[src/rtl/jitter_pwm_latch.sv]
module jitter_pwm_latch #(
  parameter int MIN_PERIOD    = 1479,
  parameter int MAX_PERIOD    = 1603,
  parameter int STEP_SIZE     = 1,
  parameter int STEP_CYCLES   = 1613,
  parameter int BLANK_CYCLES  = 22,
  parameter int FILTER_CYCLES = 19,
  parameter int SYNC_STAGES   = 2
) (
  input  logic       clk_i,
  input  logic       rst_ni,
  input  logic       uvlo_i,
  input  logic       pwm_cmp_i,
  input  logic       ss_cmp_i,
  input  logic       ilim_cmp_i,
  output logic       gate_o,
  output logic       cycle_start_o,
  output logic [1:0] cause_o
);

  localparam int PW = $clog2(MAX_PERIOD + 1);
  localparam int SW = $clog2(STEP_CYCLES + 1);
  localparam int BW = $clog2(BLANK_CYCLES + 1);
  localparam int FW = $clog2(FILTER_CYCLES + 1);

  localparam logic [1:0] CAUSE_NONE = 2'd0;
  localparam logic [1:0] CAUSE_PWM  = 2'd1;
  localparam logic [1:0] CAUSE_SS   = 2'd2;
  localparam logic [1:0] CAUSE_CL   = 2'd3;

  logic [2:0] sync_q [SYNC_STAGES];
  logic pwm_s, ss_s, ilim_s;

  always_ff @(posedge clk_i) begin
    if (!rst_ni) begin
      for (int i = 0; i < SYNC_STAGES; i++) sync_q[i] <= '0;
    end else begin
      sync_q[0] <= {ilim_cmp_i, ss_cmp_i, pwm_cmp_i};
      for (int i = 1; i < SYNC_STAGES; i++) sync_q[i] <= sync_q[i-1];
    end
  end

  assign pwm_s  = sync_q[SYNC_STAGES-1][0];
  assign ss_s   = sync_q[SYNC_STAGES-1][1];
  assign ilim_s = sync_q[SYNC_STAGES-1][2];

  logic [PW-1:0] phase_q, cur_per_q, tgt_per_q;
  logic [SW-1:0] step_q;
  logic          up_q;
  logic          at_end;

  assign at_end        = (phase_q == cur_per_q - PW'(1));
  assign cycle_start_o = (phase_q == '0);

  always_ff @(posedge clk_i) begin
    if (!rst_ni) begin
      phase_q   <= '0;
      cur_per_q <= PW'(MIN_PERIOD);
    end else if (at_end) begin
      phase_q   <= '0;
      cur_per_q <= tgt_per_q;
    end else begin
      phase_q   <= phase_q + PW'(1);
    end
  end

  always_ff @(posedge clk_i) begin
    if (!rst_ni) begin
      step_q    <= '0;
      tgt_per_q <= PW'(MIN_PERIOD);
      up_q      <= 1'b1;
    end else if (step_q == SW'(STEP_CYCLES - 1)) begin
      step_q <= '0;
      if (up_q) begin
        if (int'(tgt_per_q) + STEP_SIZE >= MAX_PERIOD) begin
          tgt_per_q <= PW'(MAX_PERIOD);
          up_q      <= 1'b0;
        end else begin
          tgt_per_q <= tgt_per_q + PW'(STEP_SIZE);
        end
      end else begin
        if (int'(tgt_per_q) - STEP_SIZE <= MIN_PERIOD) begin
          tgt_per_q <= PW'(MIN_PERIOD);
          up_q      <= 1'b1;
        end else begin
          tgt_per_q <= tgt_per_q - PW'(STEP_SIZE);
        end
      end
    end else begin
      step_q <= step_q + SW'(1);
    end
  end

  logic [FW-1:0] run_q;
  logic          cl_qual;

  assign cl_qual = ilim_s && (run_q == FW'(FILTER_CYCLES - 1));

  always_ff @(posedge clk_i) begin
    if (!rst_ni || !ilim_s) run_q <= '0;
    else if (!cl_qual)      run_q <= run_q + FW'(1);
  end

  logic [BW-1:0] blank_q;
  logic          blank_act, cl_req, rst_req, turn_on, gate_q;

  assign blank_act = cycle_start_o || (blank_q != '0);
  assign cl_req    = cl_qual && !blank_act;
  assign rst_req   = pwm_s || ss_s || cl_req;
  assign turn_on   = cycle_start_o && !uvlo_i && !rst_req;

  always_ff @(posedge clk_i) begin
    if (!rst_ni)              blank_q <= '0;
    else if (turn_on)         blank_q <= BW'(BLANK_CYCLES);
    else if (blank_q != '0)   blank_q <= blank_q - BW'(1);
  end

  always_ff @(posedge clk_i) begin
    if (!rst_ni)                gate_q <= 1'b0;
    else if (uvlo_i || rst_req) gate_q <= 1'b0;
    else if (cycle_start_o)     gate_q <= 1'b1;
  end

  assign gate_o = gate_q && !rst_req && !uvlo_i;

  always_ff @(posedge clk_i) begin
    if (!rst_ni)
      cause_o <= CAUSE_NONE;
    else if ((gate_q || cycle_start_o) && rst_req)
      cause_o <= cl_req ? CAUSE_CL : (ss_s ? CAUSE_SS : CAUSE_PWM);
  end

endmodule

[config.mk]
export PLATFORM = sky130hd
export DESIGN_NAME = jitter_pwm_latch
export DESIGN_NICKNAME = d
export VERILOG_FILES = /design/src/rtl/jitter_pwm_latch.sv
export SDC_FILE = /design/constraint.sdc
export NUM_CORES = 1
export LEC_CHECK = 0
export BUFFER_PORTS_ARGS = -buffer_cell sky130_fd_sc_hd__clkbuf_2
export CAP_MARGIN = 20
export CORE_UTILIZATION = 62
export CTS_CLUSTER_SIZE = 28
export DETAILED_ROUTE_END_ITERATION = 8
export HOLD_SLACK_MARGIN = 0.12
export PLACE_DENSITY_LB_ADDON = 0.25
export SLEW_MARGIN = 20
export SYNTH_ARGS = -nofsm -noshare
export SYNTH_HDL_FRONTEND = slang
export SYNTH_SLANG_ARGS = --single-unit
[constraint.sdc]
create_clock -name clk_i -period 3.89 [get_ports clk_i]
set_clock_uncertainty 0.15 [all_clocks]
set_input_delay 0.389 -clock clk_i [delete_from_list [all_inputs] [get_ports clk_i]]
set_output_delay 0.389 -clock clk_i [all_outputs]
set_load 0.01 [all_outputs]
==> results.py <==
metrics = {
    "final_layout": {
        "finalNonFillerCells": 521,
        "nets": 461,
        "final_util_pct": 70.4,
        "fill_cells": 444,
        "syn_to_final_growth_pct": 8.23,
        "drive_above_1_share_pct": 8.02,
        "antennaDiodeCount": 0,
        "design_area_sq_um": 3900,
    },
    "setup_path": {
        "cp_max_fo": 12,
        "worstPathCellList": "inv_1, ha_1, or3b_1, or4_1, o22ai_1, a41o_1, nand2_1, o21a_1, o21a_1",
        "cp-end-kind": "register",
        "cp_slowest_cell": "or3b_1",
        "arrival_ps": 3190,
        "cp-start-kind": "register",
        "required_ps": 3990,
        "crit_top_cell": "o21a_1",
        "worstSetupPathType": "reg2reg",
        "slowest_delay_ps": 510,
    },
    "yosys": {
        "netlist_top_cells_count": "dfxtp_1 (64), nor2_1 (51), nand2_1 (34)",
        "synth.most_common_cell": "dfxtp_1",
        "postSynthNetCount": 463,
        "yosysUniqueCellTypes": 56,
        "synth_area_sq_um": 3600,
        "synth_edf_count": 0,
        "ys_seq_area_share_pct": 35.6,
        "ys.flop_type": "dfxtp_1",
        "avgSynthCellArea_sq_um": 8.08,
        "syn_inst": 446,
        "synth_area_leaders": "dfxtp_1 (36%), nor2_1 (5.3%), xnor2_1 (5.1%)",
        "yosys.area.top_type_share_pct": 35.6,
        "async_reset_ff_share_pct": 0,
        "synth_largest_area_cell": "dfxtp_1",
        "yosys_warnings": 0,
        "ys_ff_latch": 64,
    },
    "route": {
        "drc": 0,
        "drt_iter0_drc": 194,
        "viasPerCell": 6.03,
        "ant_nets": 0,
        "vias": 3143,
        "wire_per_inst_um": 14.7,
        "wl_mm": 7.66,
        "first_pass_iters": 4,
    },
    "clocking": {
        "clockBufferDepth": 2,
        "clk_latency_ps": 350,
        "root_buffer": "clkbuf_8",
        "cts_resized": 0,
        "cts_tree": "done",
        "numCtsBuffers": 9,
        "clkTransAtPathRegs_ps": 80,
        "cts.sinks": 64,
        "htreeDepth": 3,
    },
    "placement": {
        "io_buffers": 9,
        "placed_area_sq_um": 3640,
        "place_ws_ps": 805,
        "dp_hpwl_mm": 5.43,
        "placed_cells": 502,
        "gp_congestion": 1.04,
    },
    "timing": {
        "finalSetupViolCount": 0,
        "final.min_clock_period_ps": 3090,
        "drv_slew": 0,
        "worst_slack_ps": 801,
        "max_freq_mhz": 324,
        "fin_setup_tns_ps": 0,
        "whs_ps": 250,
        "slew_headroom_pct": 53.0,
        "hold_violations": 0,
        "rsz0062_at_grt": "no",
        "tightest_slew_ps": 698,
        "fin_crit_sh_pct": 79.4,
    },
    "power_and_ir_drop": {
        "leakagePower_nw": 1.49,
        "ir_worst_vdd_mv": 0.251,
        "total_power_mw": 1.51,
        "powerDensity_nw_per_um2": 388,
    },
    "run_status": {
        "outcome": "complete, no violations",
    },
    "floorplan": {
        "rows": 27,
        "start_util_pct": 65.0,
        "die-width_um": 78.2,
        "dieArea_sq_um": 6120,
        "die_h_um": 78.2,
        "fp.coreArea_sq_um": 5540,
        "io_pins": 10,
    },
    "global_routing": {
        "grt_pass1_wl_mm": 13.0,
        "grtUsageTotal_pct": 27.1,
        "grt_max_degree": 26,
        "grt_pass1_vias": 2878,
        "grt_overflow": 0,
        "antenna_found_initial": 0,
    },
    "job": {
        "max_cap_viol_count": 0,
    },
    "min_path": {
        "hold_class": "in2reg",
    },
}
report_power, final:
| part | switching (mW) | internal [mW] | total, mW |
|---|---|---|---|
| registers | 0.0231 | 0.684 | 0.707 |
| clock network | 0.285 | 0.368 | 0.653 |
| logic | 0.0823 | 0.0699 | 0.152 |
timing repair:
item / in CTS / in global routing
hold endpoints to repair: 3 / 0
hold buffers: 3 / 0
buffers inserted: 0 / 0
routing by layer:
metal / up-vias / share of wire [%] / track usage [%]
met2: 82 / 46 / 42.6
met1: 1458 / 46 / 34.5
li1: 1579 / - / -
met3: 24 / 5.2 / 4.53
met4: 0 / 2.9 / 17.0
met5: - / 0 / 0
final timing paths:
check                            startpoint                        end  slack, ps  cells after the start
setup / recovery  tgt_per_q[0]$_SDFFE_PN1P_  tgt_per_q[6]$_SDFFE_PN1P_        800                      9
setup reg to reg  tgt_per_q[0]$_SDFFE_PN1P_  tgt_per_q[6]$_SDFFE_PN1P_        800                      9
hold reg to reg     sync_q[0][0]$_SDFF_PN0_    sync_q[0][3]$_SDFF_PN0_        290                      1
hold / removal                       uvlo_i        gate_q$_SDFFE_PP0P_        250                      3
layout make-up:
| cell class | count | area, sq um | share of cell area (%) |
|---|---|---|---|
| Clock buffer | 9 | 124 | 3.18 |
| Timing Repair Buffer | 13 | 82.6 | 2.12 |
| Tap cell | 72 | 90.1 | 2.31 |
| Sequential cell | 64 | 1280 | 32.9 |
| Inverter | 19 | 71.3 | 1.83 |
| Multi-Input combinational cell | 337 | 2140 | 55.0 |
| Clock inverter | 7 | 105 | 2.70 |
cells in the final DEF (no fill, tap or decap), drive strengths merged, types with 10 or more instances in the layout:
cell type	netlist	layout
a21oi	15	15
o21ai	22	22
nand2	34	34
dfxtp	64	64
nor2	51	51
ha	11	11
mux2i	10	10
clkbuf	21	18
inv	19	20
xor2	17	17
and3	13	13
nor3	22	22
xnor2	21	21
nand3	22	22
registers in the layout, summed over array words and instances (netlist names):
name	count
tgt_per_q	11
phase_q	11
up_q	1
cur_per_q	11
blank_q	5
gate_q	1
cause_o	2
step_q	11
sync_q	6
run_q	5
critical path, delay by kind of cell, from the launching register on:
kind	cells	cell delay [ps]
AO/OA/AOI/OAI	4	780
adder cells (fa/ha/maj)	1	320
buffers and inverters	1	170
flip-flops	1	420
AND/OR/NAND/NOR	3	1150
cells by family after synthesis:
group / Yosys count / synth area share (%)
mux: 12 / 3.40
fa+ha+maj: 11 / 3.82
simple gates: 193 / 27.2
buf+inv: 45 / 4.90
flops: 64 / 35.6
compound gates: 83 / 15.9
xor+xnor: 38 / 9.24
(Power assumes the default switching activity.)
